### config.mk
export PLATFORM = sky130hd
export DESIGN_NAME = cmp_reset_timer
export DESIGN_NICKNAME = d
export VERILOG_FILES = /design/src/rtl/tmr_pkg.sv /design/src/rtl/tmr_edge_sync.sv /design/src/rtl/tmr_load_stage.sv /design/src/rtl/tmr_match.sv /design/src/rtl/tmr_count_core.sv /design/src/rtl/cmp_reset_timer.sv
export SDC_FILE = /design/constraint.sdc
export NUM_CORES = 1
export LEC_CHECK = 0
export ABC_AREA = 1
export BUFFER_PORTS_ARGS = -buffer_cell sky130_fd_sc_hd__buf_2
export CAP_MARGIN = 20
export CORE_AREA = 2 2 74 76
export DETAILED_ROUTE_END_ITERATION = 8
export DIE_AREA = 0 0 76 78
export GPL_TIMING_DRIVEN = 0
export PLACE_DENSITY_LB_ADDON = 0.3
export SETUP_SLACK_MARGIN = 0.3
export SLEW_MARGIN = 20
export SYNTH_ARGS = -nofsm -noshare
export SYNTH_HDL_FRONTEND = slang
export SYNTH_SLANG_ARGS = --single-unit
### constraint.sdc
create_clock -name clk -period 2 [get_ports clk]
set_clock_uncertainty 0.2 [all_clocks]
set_input_delay 0.1 -clock clk [delete_from_list [all_inputs] [get_ports clk]]
set_output_delay 0.1 -clock clk [all_outputs]
set_load 0.03 [all_outputs]
### src/rtl/tmr_pkg.sv
package tmr_pkg;
  localparam int unsigned CNT_W   = 16;
  localparam int unsigned BYTE_W  = 8;
  localparam int unsigned MODE_W  = 4;
  localparam logic [MODE_W-1:0] MODE_PERIOD_RST = 4'b1011;
  typedef enum logic {SRC_TICK = 1'b0, SRC_EXT = 1'b1} cnt_src_e;
endpackage

### src/rtl/tmr_edge_sync.sv
module tmr_edge_sync #(
  parameter int unsigned STAGES = 2
) (
  input  logic clk,
  input  logic rst,
  input  logic din,
  output logic rise
);
  // index STAGES holds the previous synchronized value for edge detection
  logic [STAGES:0] chain;

  always_ff @(posedge clk) begin
    if (rst) chain[0] <= 1'b0;
    else     chain[0] <= din;
  end

  generate
    for (genvar i = 1; i <= STAGES; i++) begin : g_stage
      always_ff @(posedge clk) begin
        if (rst) chain[i] <= 1'b0;
        else     chain[i] <= chain[i-1];
      end
    end
  endgenerate

  assign rise = chain[STAGES-1] & ~chain[STAGES];
endmodule

### src/rtl/tmr_load_stage.sv
module tmr_load_stage #(
  parameter int unsigned CNT_W  = 16,
  parameter int unsigned BYTE_W = 8
) (
  input  logic              clk,
  input  logic              rst,
  input  logic              wr_hi,
  input  logic              wr_lo,
  input  logic [BYTE_W-1:0] wr_data,
  output logic              load_en,
  output logic [CNT_W-1:0]  load_val
);
  localparam int unsigned HI_W = CNT_W - BYTE_W;

  logic [HI_W-1:0] hi_buf;

  always_ff @(posedge clk) begin
    if (rst)        hi_buf <= '0;
    else if (wr_hi) hi_buf <= wr_data[HI_W-1:0];
  end

  assign load_en  = wr_lo;
  assign load_val = {hi_buf, wr_data};
endmodule

### src/rtl/tmr_match.sv
module tmr_match #(
  parameter int unsigned CNT_W  = 16,
  parameter int unsigned MODE_W = 4,
  parameter logic [MODE_W-1:0] RST_CODE = 4'b1011
) (
  input  logic              clk,
  input  logic              rst,
  input  logic              cmp_we,
  input  logic [CNT_W-1:0]  cmp_wdata,
  input  logic              mode_we,
  input  logic [MODE_W-1:0] mode_wdata,
  input  logic [CNT_W-1:0]  cnt,
  output logic              hit
);
  logic [CNT_W-1:0]  cmp_q;
  logic [MODE_W-1:0] mode_q;

  always_ff @(posedge clk) begin
    if (rst) begin
      cmp_q  <= '0;
      mode_q <= '0;
    end else begin
      if (cmp_we)  cmp_q  <= cmp_wdata;
      if (mode_we) mode_q <= mode_wdata;
    end
  end

  assign hit = (mode_q == RST_CODE) && (cnt == cmp_q);
endmodule

### src/rtl/tmr_count_core.sv
module tmr_count_core #(
  parameter int unsigned CNT_W = 16
) (
  input  logic             clk,
  input  logic             rst,
  input  logic             adv,
  input  logic             load_en,
  input  logic [CNT_W-1:0] load_val,
  input  logic             hit,
  input  logic             ovf_clr,
  input  logic             irq_en,
  input  logic             conv_en,
  output logic [CNT_W-1:0] count,
  output logic             ovf_flag,
  output logic             irq,
  output logic             evt_trig,
  output logic             conv_start
);
  localparam logic [CNT_W-1:0] CNT_MAX = {CNT_W{1'b1}};

  logic             evt_fire;
  logic             wrap;
  logic [CNT_W-1:0] cnt_nx;
  logic             flag_nx;

  always_comb begin
    evt_fire = hit && adv;
    wrap     = adv && (count == CNT_MAX) && !evt_fire && !load_en;
    if (load_en)       cnt_nx = load_val;
    else if (evt_fire) cnt_nx = '0;
    else if (adv)      cnt_nx = count + 1'b1;
    else               cnt_nx = count;
    if (wrap)          flag_nx = 1'b1;
    else if (ovf_clr)  flag_nx = 1'b0;
    else               flag_nx = ovf_flag;
  end

  always_ff @(posedge clk) begin
    if (rst) begin
      count      <= '0;
      ovf_flag   <= 1'b0;
      irq        <= 1'b0;
      evt_trig   <= 1'b0;
      conv_start <= 1'b0;
    end else begin
      count      <= cnt_nx;
      ovf_flag   <= flag_nx;
      irq        <= flag_nx & irq_en;
      evt_trig   <= evt_fire;
      conv_start <= evt_fire & conv_en;
    end
  end
endmodule

### src/rtl/cmp_reset_timer.sv
module cmp_reset_timer #(
  parameter int unsigned CNT_W       = tmr_pkg::CNT_W,
  parameter int unsigned BYTE_W      = tmr_pkg::BYTE_W,
  parameter int unsigned MODE_W      = tmr_pkg::MODE_W,
  parameter int unsigned SYNC_STAGES = 2
) (
  input  logic              clk,
  input  logic              rst,
  input  logic              run_en,
  input  logic              cnt_mode,
  input  logic              tick_en,
  input  logic              ext_in,
  input  logic              wr_hi,
  input  logic              wr_lo,
  input  logic [BYTE_W-1:0] wr_data,
  input  logic              cmp_we,
  input  logic [CNT_W-1:0]  cmp_wdata,
  input  logic              mode_we,
  input  logic [MODE_W-1:0] mode_wdata,
  input  logic              ovf_clr,
  input  logic              irq_en,
  input  logic              conv_en,
  output logic [CNT_W-1:0]  count,
  output logic              ovf_flag,
  output logic              irq,
  output logic              evt_trig,
  output logic              conv_start
);
  import tmr_pkg::*;

  logic             ext_rise;
  logic             adv;
  logic             load_en;
  logic [CNT_W-1:0] load_val;
  logic             hit;
  cnt_src_e         src;

  assign src = cnt_src_e'(cnt_mode);
  assign adv = run_en && ((src == SRC_EXT) ? ext_rise : tick_en);

  tmr_edge_sync #(.STAGES(SYNC_STAGES)) u_sync (
    .clk(clk), .rst(rst), .din(ext_in), .rise(ext_rise)
  );

  tmr_load_stage #(.CNT_W(CNT_W), .BYTE_W(BYTE_W)) u_load (
    .clk(clk), .rst(rst), .wr_hi(wr_hi), .wr_lo(wr_lo), .wr_data(wr_data),
    .load_en(load_en), .load_val(load_val)
  );

  tmr_match #(.CNT_W(CNT_W), .MODE_W(MODE_W), .RST_CODE(MODE_PERIOD_RST)) u_match (
    .clk(clk), .rst(rst), .cmp_we(cmp_we), .cmp_wdata(cmp_wdata),
    .mode_we(mode_we), .mode_wdata(mode_wdata), .cnt(count), .hit(hit)
  );

  tmr_count_core #(.CNT_W(CNT_W)) u_core (
    .clk(clk), .rst(rst), .adv(adv), .load_en(load_en), .load_val(load_val),
    .hit(hit), .ovf_clr(ovf_clr), .irq_en(irq_en), .conv_en(conv_en),
    .count(count), .ovf_flag(ovf_flag), .irq(irq),
    .evt_trig(evt_trig), .conv_start(conv_start)
  );
endmodule

== Word level (Yosys, flattened, before mapping) ==
Index checks and enable logic that the tools add are counted.

* Add/subtract/negate cells: 1
* Equal/unequal tests: 3
* Muxes and demuxes: 6
* Bitwise gates (word level): 4
* Reductions and logical operators: 9

{| class="wikitable"
|+ Operators with widths
! kind !! count
|-
| two-way mux 16 bit || 3
|-
| adder 16 x 1 -> 16 bit, second input constant || 1
|-
| equality test 16 bit || 1
|-
| equality test 16 bit, second input constant || 1
|-
| logical AND 1 bit || 6
|-
| equality test 4 bit, second input constant || 1
|-
| bitwise AND 1 bit || 3
|-
| two-way mux 1 bit || 3
|-
| nonzero test 3 bit || 1
|-
| logical NOT 1 bit || 2
|-
| NOT 1 bit || 1
|}

* Register bits: 51
* Input port bits: 41
* Output and inout port bits: 20
* Logic and storage cells: 34

== Longest topological paths before layout ==
Gate-level depths: netlist of the first run.

* Word-level depth: 10
* Depth in mapped cells: 11
* Gate-level depth less buffers: 11

== Cells and area by module ==
From an unflattened synthesis of the first run, not the netlist that was laid out.

* Cell total of the unflattened synthesis: 402
* Area total of the unflattened synthesis: 2793.9 um2

{| class="wikitable"
|+ Modules (own cells, without submodules)
! module !! times used !! cells an instance !! area an instance (um2) !! sequential area each (um2)
|-
| tmr_count_core || 1 || 185 || 1263.7 || 400.4
|-
| tmr_match || 1 || 142 || 1013.5 || 400.4
|-
| tmr_load_stage || 1 || 60 || 409.1 || 160.2
|-
| tmr_edge_sync || 1 || 10 || 86.3 || 60.1
|-
| cmp_reset_timer || 1 || 5 || 21.3 || 0.0
|}

== Least setup slack after synthesis of the first run ==
OpenSTA, ideal clock, no wires.

* Path kind: flip-flop to flip-flop
* Start: reg u_core.count[1]
* End: reg u_core.count[12]
* Setup time: 70 ps
* Arrival: 1569 ps
* Data required time: 1730 ps
* Slack: 161 ps
* Cell stages (with the launch flop): 10
* Path buffers: 0
* Clock period less this slack: 1839 ps
* Path through: dfxtp_1 > ha_1 > nand3_1 > nor2_1 > nand3_1 > nand2_1 > nand2_1 > nor2_1 > nand3_1 > a21oi_1

* Longest elaborated chain between the ends: 5
* Elaborated cells on any way between the ends: 8
* Those cells by class: 1 x add/sub; 1 x eq/ne; 3 x mux; 3 x reduce/logical

{| class="wikitable"
|+ Ends and longest elaborated chain
! element !! RTL line !! RTL
|-
| start, declared || tmr_count_core.sv:13 || <nowiki>output logic [CNT_W-1:0] count,</nowiki>
|-
| start signal, assigned || tmr_count_core.sv:46 || <nowiki>count <= cnt_nx;</nowiki>
|-
| branches (longest 5 deep; another with adder 16 x 1 -> 16 bit) || n/a ||
|}

Several ways; the timed one is not identified. The select of a mux whose other input is x is not followed.
A chain may end at the register's enable or synchronous reset.

== Final worst setup path of the first run ==
* Start: reg u_core.count[7]
* End: reg u_core.count[0]

* Longest elaborated chain between the ends: 5
* Elaborated cells on any way between the ends: 6
* Those cells by class: 1 x eq/ne; 2 x mux; 3 x reduce/logical

{| class="wikitable"
|+ Ends and longest elaborated chain
! element !! RTL line !! RTL
|-
| equality test 16 bit (*) || tmr_match.sv:28 || <nowiki>assign hit = (mode_q == RST_CODE) && (cnt == cmp_q);</nowiki>
|-
| logical AND 1 bit (*) || tmr_match.sv:28 ||
|-
| logical AND 1 bit (*) || tmr_count_core.sv:27 || <nowiki>evt_fire = hit && adv;</nowiki>
|-
| two-way mux 16 bit || tmr_count_core.sv:30 || <nowiki>else if (evt_fire) cnt_nx = '0;</nowiki>
|-
| two-way mux 16 bit || tmr_count_core.sv:29 || <nowiki>if (load_en) cnt_nx = load_val;</nowiki>
|}

Mark *: on every way between the ends. The rest lies on a longest branch, timed or not.

==> out/qor.yml, run 1 <==
outcome:
  status: "complete, but fails checks"
  violations: "negative hold slack"
synth:
  yosysWarnings: 0
  synth_area_um2: 2670
  synthCells: 415
  syn-mean-instance-area_um2: 6.43
  ys.flop_type: "dfxtp_1"
  synth.distinct_cells: 24
  synth_edf_count: 0
  synthTopCellsByArea: "dfxtp_1 (38%), nand2_1 (12%), inv_1 (9.7%), a21oi_1 (7.5%), nor2_1 (7.2%)"
  synth_area_leader_cell: "dfxtp_1"
  synth_fp_nets: 457
  synthArstFlopShare_pct: 0
  yosysTopAreaCellShare_pct: 38.2
  synth-seq-cells: 51
  ys_seq_area_share_pct: 38.2
critical_path:
  path_max_fanout: 5
  critPathArrivalTime_ps: 1730
  cp-start-kind: "flop"
  crit_path_end_kind: "flop"
  reg2reg_slack_ps: 240
  worstSetupPathType: "reg -> reg"
  worstPathRequired_ps: 1970
detailed_routing:
  wirelength_um: 9210
  antenna_left: 0
  drt_iter0_markers: 217
  drc_errors: 0
  vias_per_cell: 5.29
  vias: 3212
  routed.top_layer: "met4"
  wl_met2_um: 4580
  first_pass_iters: 5
  wl_met3_um: 690
  wl_met1_um: 3700
  wl_per_cell_um: 15.2
die:
  die_h_um: 78
  design.core.area_um2: 5040
  rows: 26
  die_w_um: 76
  dieArea_um2: 5930
  initial_core_util_pct: 53.0
  ios: 61
placement:
  dp_cells: 544
  dp_hpwl_um: 5730
  portBuffers: 59
  gp_congestion: 0.933
  placed_area_um2: 3070
sta:
  slew-limit-headroom_pct: 51.0
  tightest_slew_ps: 735
  period_needed_ps: 1760
  rsz0062_at_grt: "true"
  setup_tns_ps: 0
  hold_ws_ps: -160
  drv_slew: 0
  period_share_pct: 88.0
  max_freq_mhz: 568
  hold_viol_final: 3
  setup_viol: 0
cts:
  root_buffer: "clkbuf_8"
  path_clk_slew_ps: 90
  cts_hold_buf: 42
  cts.sinks: 51
  cts_buffer_depth: 2
  htreeDepth: 2
  cts_tree: "built"
  clk_latency_ps: 310
  cts_buffers: 5
global_routing:
  grt_max_degree: 15
  grt_pass1_vias: 2960
  grtUsageTotal_pct: 29.6
  antenna_found_initial: 0
  grt_pass1_wl_um: 13900
  overflow: 0
power_and_ir_drop:
  vdd_ir_drop_max_mv: 0.369
  power_density_nw_per_um2: 563
  cellLeakagePower_nw: 1.84
  power_mw: 2.24
layout:
  nets: 580
  stdcell_count: 607
  finalInstanceArea_um2: 3980
  multi_input_area_um2: 1530
  n_antenna_cell: 0
  register_area_um2: 1070
  drive_above_1_share_pct: 30.9
  fillers: 353
  area_growth_pct: 49.0
min_path:
  hold_path_class: "in -> reg"
run:
  max-cap-violations: 0
==> routing by layer <==
metal / GRT usage (%) / vias to the layer above
li1: - / 1549
met1: 35.7 / 1483
met2: 53.0 / 151
met3: 5.23 / 29
met4: 10.9 / 0
met5: 0 / -
==> repair_timing <==
action                     in CTS  in global routing
hold endpoints to repair       35                  3
cloned                          2                  0
setup endpoints to repair      18                 26
setup buffers                   5                  8
pin swaps                       9                 20
resized for setup              36                 49
==> registers in the layout (all words and copies together), names as in the netlist <==
| signal | flops |
|---|---|
| u_core.count | 16 |
| u_match.cmp_q | 16 |
| u_load.hi_buf | 8 |
| u_match.mode_q | 4 |
| u_sync.chain | 3 |
| u_core.conv_start | 1 |
| u_core.evt_trig | 1 |
| u_core.irq | 1 |
| u_core.ovf_flag | 1 |
==> area by class of cell <==
cell class              count  share of cell area, %
inverters                  76                   7.17
multi-input cells         275                   38.3
well taps                  70                   2.20
clock inverters             1                  0.189
repair buffers            115                   21.1
plain buffers              14                   2.23
flip-flops and latches     51                   27.0
clock buffers               5                   1.73
==> power breakdown <==
part	total, mW	leakage, nW	internal (mW)	switching (mW)
combinational	0.551	1.37	0.233	0.318
sequential	1.12	0.432	1.07	0.0506
clock	0.569	0.0361	0.233	0.336
==> path summary, 6_finish.rpt <==
| path | startpoint | endpoint | depth (start not counted) |
|---|---|---|---|
| worst max-delay path | u_core.count[7] | u_core.count[0] | 7 |
| worst min-delay path | rst | u_core.count[8] | 2 |
| worst max register to register | u_core.count[7] | u_core.count[0] | 7 |
| worst min register to register | u_sync.chain[0] | u_sync.chain[1] | 2 |
==> stage by stage <==
stage,util (%),worst slack [ps]
global placement,60.9,-2.60
finish,78.9,239
CTS,74.5,280
floorplan,-,302
global route,78.9,143
detailed placement,60.9,39.7
==> critical path, stage by stage (launching register included) <==
cell	delay, ps
dfxtp_2	340
clkbuf_8	150
xor2_2	180
nor3_4	280
nand3_4	170
buf_6	180
nand3_2	70
a21oi_2	60
==> Yosys cell counts, types with 2 or more instances <==
cell       n
a21oi_1   40
dfxtp_1   51
buf_2      3
nand3_1   25
xor2_1    11
nor2_2     3
inv_2      7
inv_1     69
o22ai_1    8
nor2_1    51
clkbuf_1   9
nor3_2     2
nand2_2    2
nand2_1   87
o21ai_0   38
==> kinds of logic (layout without fill, tap and decap cells) <==
family,Yosys count,after routing,synth area share [%]
and+or+nand+nor,174,175,27.6
buffers and inverters,90,211,13.1
AOI/OAI and AO/OA,88,88,17.0
DFF,51,51,38.2
xor gates and xnor gates,11,11,3.61
adders and majority gates,1,1,0.469
==> layout by cell type, fill, tap and decap left out <==
master / n
nor2_2: 6
nand2_2: 12
clkbuf_2: 2
a21oi_1: 33
nand3_1: 13
nand4_1: 1
nor2_1: 43
a31oi_1: 1
a21oi_2: 7
buf_6: 5
dlygate4sd3_1: 42
xor2_1: 10
buf_12: 1
o21ai_0: 38
ha_4: 1
dfxtp_1: 34
clkinvlp_4: 1
buf_2: 60
nand2_4: 2
nor3_2: 1
nor2_4: 5
inv_1: 65
o22ai_1: 8
nor3b_2: 1
o21bai_1: 1
inv_2: 11
dfxtp_2: 4
nand3_2: 12
clkbuf_1: 7
dfxtp_4: 13
xor2_2: 1
buf_4: 11
nand2_1: 75
nor3_4: 2
clkbuf_8: 6
nand3_4: 2
No activity file was read; power rests on OpenSTA's default activity.
==> run 2: changes to the inputs <==
--- a/config.mk
+++ b/config.mk
@@ -14,4 +14,5 @@
 export GPL_TIMING_DRIVEN = 0
 export PLACE_DENSITY_LB_ADDON = 0.3
+export REMOVE_ABC_BUFFERS = 1
 export SETUP_SLACK_MARGIN = 0.3
 export SLEW_MARGIN = 20
==> constraint.sdc (replaced) <==
create_clock -name clk -period 2 [get_ports clk]
set_clock_uncertainty 0.2 [all_clocks]
set_input_delay 0.3 -clock clk [delete_from_list [all_inputs] [get_ports clk]]
set_output_delay 0.3 -clock clk [all_outputs]
set_load 0.03 [all_outputs]
==> run 2 against run 1 <==
The flow now finishes without violations. Routed wire length down 18%. Sequential share of layout area up 3.9 points. Die area unchanged. Worst setup slack better by 39 ps. Non-clock buffer count down 56. Critical path type unchanged. Largest power group unchanged.
==> out/qor.yml, run 2 (synthesized netlist as in run 1, its figures left out) <==
outcome:
  status: "complete, no violations"
critical_path:
  worstSetupPathType: "reg -> reg"
  critPathLaunch: "u_core.count[7]"
  crit_path_end_kind: "flop"
  worstPathCellList: "nand2_1 > nor2_1 > inv_1 > nor2_4 > xor2_1 > inv_1 > nand3_2 > a21oi_1"
  path_max_fanout: 7
  cp-start-kind: "flop"
  cpMaxStageDelayCell: "dfxtp_2"
  r2r-end: "u_core.count[11]"
  reg2reg_slack_ps: 280
  worstPathRequired_ps: 1990
  critPathArrivalTime_ps: 1710
  cpMostUsedCell: "inv_1"
  slowest_delay_ps: 440
  r2r_cells: 8
  regToRegStartpoint: "u_core.count[7]"
  crit_path_end: "u_core.count[11]"
placement:
  gp_congestion: 0.893
  placed_area_um2: 2990
  portBuffers: 60
  dp_hpwl_um: 4780
  pre_cts_ws_ps: -126
global_routing:
  grt_max_degree: 31
  grt-busiest-layer: "met2"
  grtUsageTotal_pct: 23.8
  use_met3_pct: 3.14
  grt_pass1_wl_um: 11300
  antenna_found_initial: 0
  grt_pass1_vias: 2503
  use_met1_pct: 30.9
  overflow: 0
  grt_util_met2_pct: 41.4
layout:
  finalInstanceArea_um2: 3460
  drive_above_1_share_pct: 32.2
  area_growth_pct: 29.8
  fillers: 423
  final_common_cell: "nand2_1"
  final_cell_mix: "nand2_1 (71), inv_1 (65), buf_2 (60)"
  n_antenna_cell: 0
  nets: 526
  postLayoutCoreUtil_pct: 68.7
  reg.largest.list: "u_core.count x16, u_match.cmp_q x16, u_load.hi_buf x8"
die:
  ios: 61
  die_w_um: 76
  die_h_um: 78
  initial_core_util_pct: 53.0
  dieArea_um2: 5930
  design.core.area_um2: 5040
  rows: 26
sta:
  setup_tns_ps: 0
  period_share_pct: 86.1
  period_needed_ps: 1720
  rsz0062_at_grt: "true"
  slew-limit-headroom_pct: 43.3
  max_freq_mhz: 581
  drv_slew: 0
  setup_viol: 0
  hold_viol_final: 0
  finalWorstSetupSlack_ps: 278
  tightest_slew_ps: 849
detailed_routing:
  vias: 2902
  first_pass_iters: 5
  drc_errors: 0
  drt_iter0_markers: 295
  wirelength_um: 7590
  vias_per_cell: 5.23
  wl_per_cell_um: 13.7
  antenna_left: 0
min_path:
  hold_path_class: "in -> reg"
cts:
  cts_buffer_depth: 2
  cts.sinks: 51
  path_clk_slew_ps: 100
  htreeDepth: 2
  cts_tree: "built"
  cts_buffers: 5
  root_buffer: "clkbuf_8"
  clk_latency_ps: 310
power_and_ir_drop:
  vdd_ir_drop_max_mv: 0.449
  cellLeakagePower_nw: 1.61
  power_density_nw_per_um2: 644
run:
  max-cap-violations: 0
run 2: cell count changes in the layout (fill, tap and decap cells not counted), sizes merged:
cell / delta
inv: -1
clkbuf: -8
buf: -5
clkinvlp: +2
dlygate4sd3: -41
nand3: +1
run 2: worst min path at each step:
stage	startpoint	to	slack (ps)	depth (start not counted)
floorplan	rst	u_core.count[0]	170	1
finish	irq_en	u_core.irq	5	3
global route	irq_en	u_core.irq	20	3
CTS	irq_en	u_core.irq	10	3
global placement	u_sync.chain[0]	u_sync.chain[1]	190	2
detailed placement	u_sync.chain[0]	u_sync.chain[1]	190	2
run 2: cell type report:
cell class | instances | area (µm²) | share of cell area [%]
multi-input cells | 276 | 1490 | 43.0
flip-flops and latches | 51 | 1070 | 30.9
repair buffers | 73 | 417 | 12.0
inverters | 76 | 289 | 8.34
clock buffers | 7 | 96.3 | 2.78
well taps | 70 | 87.6 | 2.53
clock inverters | 1 | 7.51 | 0.217
repair inverters | 1 | 7.51 | 0.217
run 2: routing by layer:
layer	wire, µm	part of all wire [%]
met5	0	0
met4	124	1.6
met3	565	7.4
met2	3700	49
met1	3210	42
run 2: power breakdown:
group | total (mW) | switching (mW) | internal [mW]
sequential | 1.12 | 0.0500 | 1.07
clock | 0.661 | 0.346 | 0.315
combinational | 0.448 | 0.282 | 0.166
run 2: per-stage QoR:
| stage | hold slack, ps | power (mW) | std cells |
|---|---|---|---|
| detailed placement | 194 | 1.51 | 531 |
| finish | 5.08 | 2.23 | 555 |
| global placement | 190 | 1.50 | 531 |
| global route | 21.2 | 2.32 | 555 |
| floorplan | 169 | 1.38 | 401 |
| CTS | 13.6 | 2.18 | 547 |
run 2: critical path: cells and delay by family, from the launching register on:
kind	cells	cell delay (ps)
AO/OA/AOI/OAI	1	60
XOR/XNOR	1	180
buffers and inverters	2	170
flip-flops	1	440
AND/OR/NAND/NOR	4	540
run 2: timing repair:
action                     in CTS  in global routing
pin swaps                       3                 18
cloned                          2                  1
buffers inserted                5                  7
setup endpoints to repair      19                 22
hold endpoints to repair        1                  0
hold buffers                    1                  0
resized for setup              29                 53
==> run 3: changes to the inputs <==
CORE_AREA = 2 2 91 93   (was 2 2 74 76)
DIE_AREA = 0 0 93 95   (was 0 0 76 78)
SKIP_LAST_GASP = 1   (was default)
==> run 3 against run 2 <==
Clock-buffer cell count decreased by 1. Sequential cell count unchanged. Final area increased by 0.61%. Core utilization decreased by 25 points. Hold slack improved by 9.3 ps. Cell count increased by 5.8%. Global-route usage decreased by 6.8 points. Non-clock buffer count decreased by 1. Sequential share of layout area about the same. Routed wire length decreased by 0.28%. Critical endpoint is now u_core.conv_start.
==> out/qor.yml, run 3 (synthesized netlist as in run 1, its figures left out) <==
die:
  rows: 33
  die_h_um: 95
  ios: 61
  die_w_um: 93
  dieArea_um2: 8840
  initial_core_util_pct: 33.7
  design.core.area_um2: 7930
power_and_ir_drop:
  vdd_ir_drop_max_mv: 0.299
  power_mw: 2.25
  power_density_nw_per_um2: 646
  cellLeakagePower_nw: 1.60
critical_path:
  r2r-end: "u_core.conv_start"
  reg2reg_slack_ps: 280
  path_delay_family: "simple AND/OR/NAND/NOR gates"
  cp-start-kind: "flop"
  cpMostUsedCell: "nand2_1"
  critPathArrivalTime_ps: 1760
  regToRegStartpoint: "u_core.count[15]"
  worstPathCellList: "inv_2 > nand2_2 > nand2_1 > nor2_1 > nand2_1 > nor2_4 > nand3_4 > buf_6 > nor3b_2"
  cpMaxStageDelayCell: "dfxtp_4"
  worst-path-buf-inv: 2
  slowest_delay_ps: 390
  worstSetupPathType: "reg -> reg"
  r2r_cells: 9
  path_max_fanout: 8
  worstPathRequired_ps: 2040
  crit_path_end_kind: "flop"
sta:
  tightest_slew_ps: 871
  period_share_pct: 85.9
  slew-limit-headroom_pct: 41.9
  setup_viol: 0
  hold_viol_final: 0
  max_freq_mhz: 582
  setup_tns_ps: 0
  drv_slew: 0
  period_needed_ps: 1720
  finalWorstSetupSlack_ps: 282
  rsz0062_at_grt: "true"
detailed_routing:
  wl_per_cell_um: 12.9
  vias: 2795
  drc_errors: 0
  wirelength_um: 7570
  antenna_left: 0
  first_pass_iters: 5
  vias_per_cell: 4.76
  drt_iter0_markers: 213
layout:
  final_common_cell: "nand2_1"
  multi_input_area_um2: 1470
  n_antenna_cell: 0
  fillers: 865
  area_growth_pct: 30.6
  reg.largest.list: "u_core.count x16, u_match.cmp_q x16, u_load.hi_buf x8"
  final_cell_mix: "nand2_1 (72), inv_1 (64), buf_2 (60)"
  nets: 524
  drive_above_1_share_pct: 31.1
  register_area_um2: 1080
cts:
  cts.sinks: 51
  cts_tree: "built"
  cts_buffers: 5
  clk_latency_ps: 300
  htreeDepth: 2
  cts_buffer_depth: 2
  path_clk_slew_ps: 90
  root_buffer: "clkbuf_8"
global_routing:
  grt_max_degree: 31
  grtUsageTotal_pct: 17.1
  antenna_found_initial: 0
  grt_pass1_vias: 2459
  overflow: 0
  grt_pass1_wl_um: 11800
placement:
  dp_hpwl_um: 5270
  gp_congestion: 0.895
  portBuffers: 60
  pre_cts_ws_ps: -106
outcome:
  status: "complete, no violations"
run:
  max-cap-violations: 0
min_path:
  min-delay-start: "irq_en"
  holdPathEnd: "u_core.irq"
  hold_path_class: "in -> reg"
  whs_path_depth: 3
-- run 3: worst reg2reg max path, cell delays in order, from the launching register on --
cell	delay, ps
dfxtp_4	390
inv_2	80
nand2_2	80
nand2_1	50
nor2_1	80
nand2_1	100
nor2_4	190
nand3_4	170
buf_6	170
nor3b_2	150
-- run 3: power breakdown --
group          switching, mW  leakage (nW)  internal (mW)
combinational          0.275          1.12          0.158
sequential            0.0477         0.432           1.07
clock                  0.336        0.0513          0.367
total                  0.658          1.60           1.59
-- run 3: worst max path at each step --
stage                             end  slack [ps]         startpoint  depth (start not counted)
floorplan            u_core.count[12]         150    u_core.count[1]                          9
global placement      u_core.count[3]         -80              wr_lo                          6
detailed placement    u_core.count[0]        -110              wr_lo                          6
CTS                        u_core.irq         300    u_core.count[1]                         11
global route               u_core.irq         210  u_match.cmp_q[15]                         11
finish              u_core.conv_start         280   u_core.count[15]                          9
-- run 3: through the flow --
step | cell area, µm² | std cells | utilization (%) | hold WS (ps)
4_1_cts | 3330 | 581 | 42.0 | 10.8
3_5_place_dp | 3040 | 566 | 38.3 | 197
2_1_floorplan | 2610 | 401 | - | 169
6_report | 3490 | 587 | 44.0 | 14.4
5_1_grt | 3490 | 587 | 44.0 | 10.6
3_3_place_gp | 3040 | 566 | 38.3 | 190
-- run 3: area by class of cell --
| class | instances | area share [%] |
|---|---|---|
| multi-input combinational | 275 | 42.1 |
| sequential | 51 | 30.9 |
| inverter | 76 | 8.36 |
| clock inverter | 1 | 0.861 |
| tap | 105 | 3.77 |
| timing repair inverter | 1 | 0.215 |
| clock buffer | 6 | 2.08 |
| timing repair buffer | 72 | 11.7 |
-- run 3: layer usage --
| metal | GRT usage [%] | routed length [µm] | up-vias |
|---|---|---|---|
| li1 | - | - | 1436 |
| met5 | 0 | 0 | - |
| met2 | 28.2 | 3580 | 89 |
| met4 | 4.29 | 126 | 0 |
| met3 | 3.27 | 466 | 9 |
| met1 | 23.0 | 3400 | 1261 |
-- run 3: timing repair --
item,CTS,global route
endpoints found under the hold margin,1,0
buffers inserted,6,5
hold buffers,1,0
gates cloned,1,1
pin swaps,6,15
resized for setup,43,38
endpoints found under the setup margin,19,22
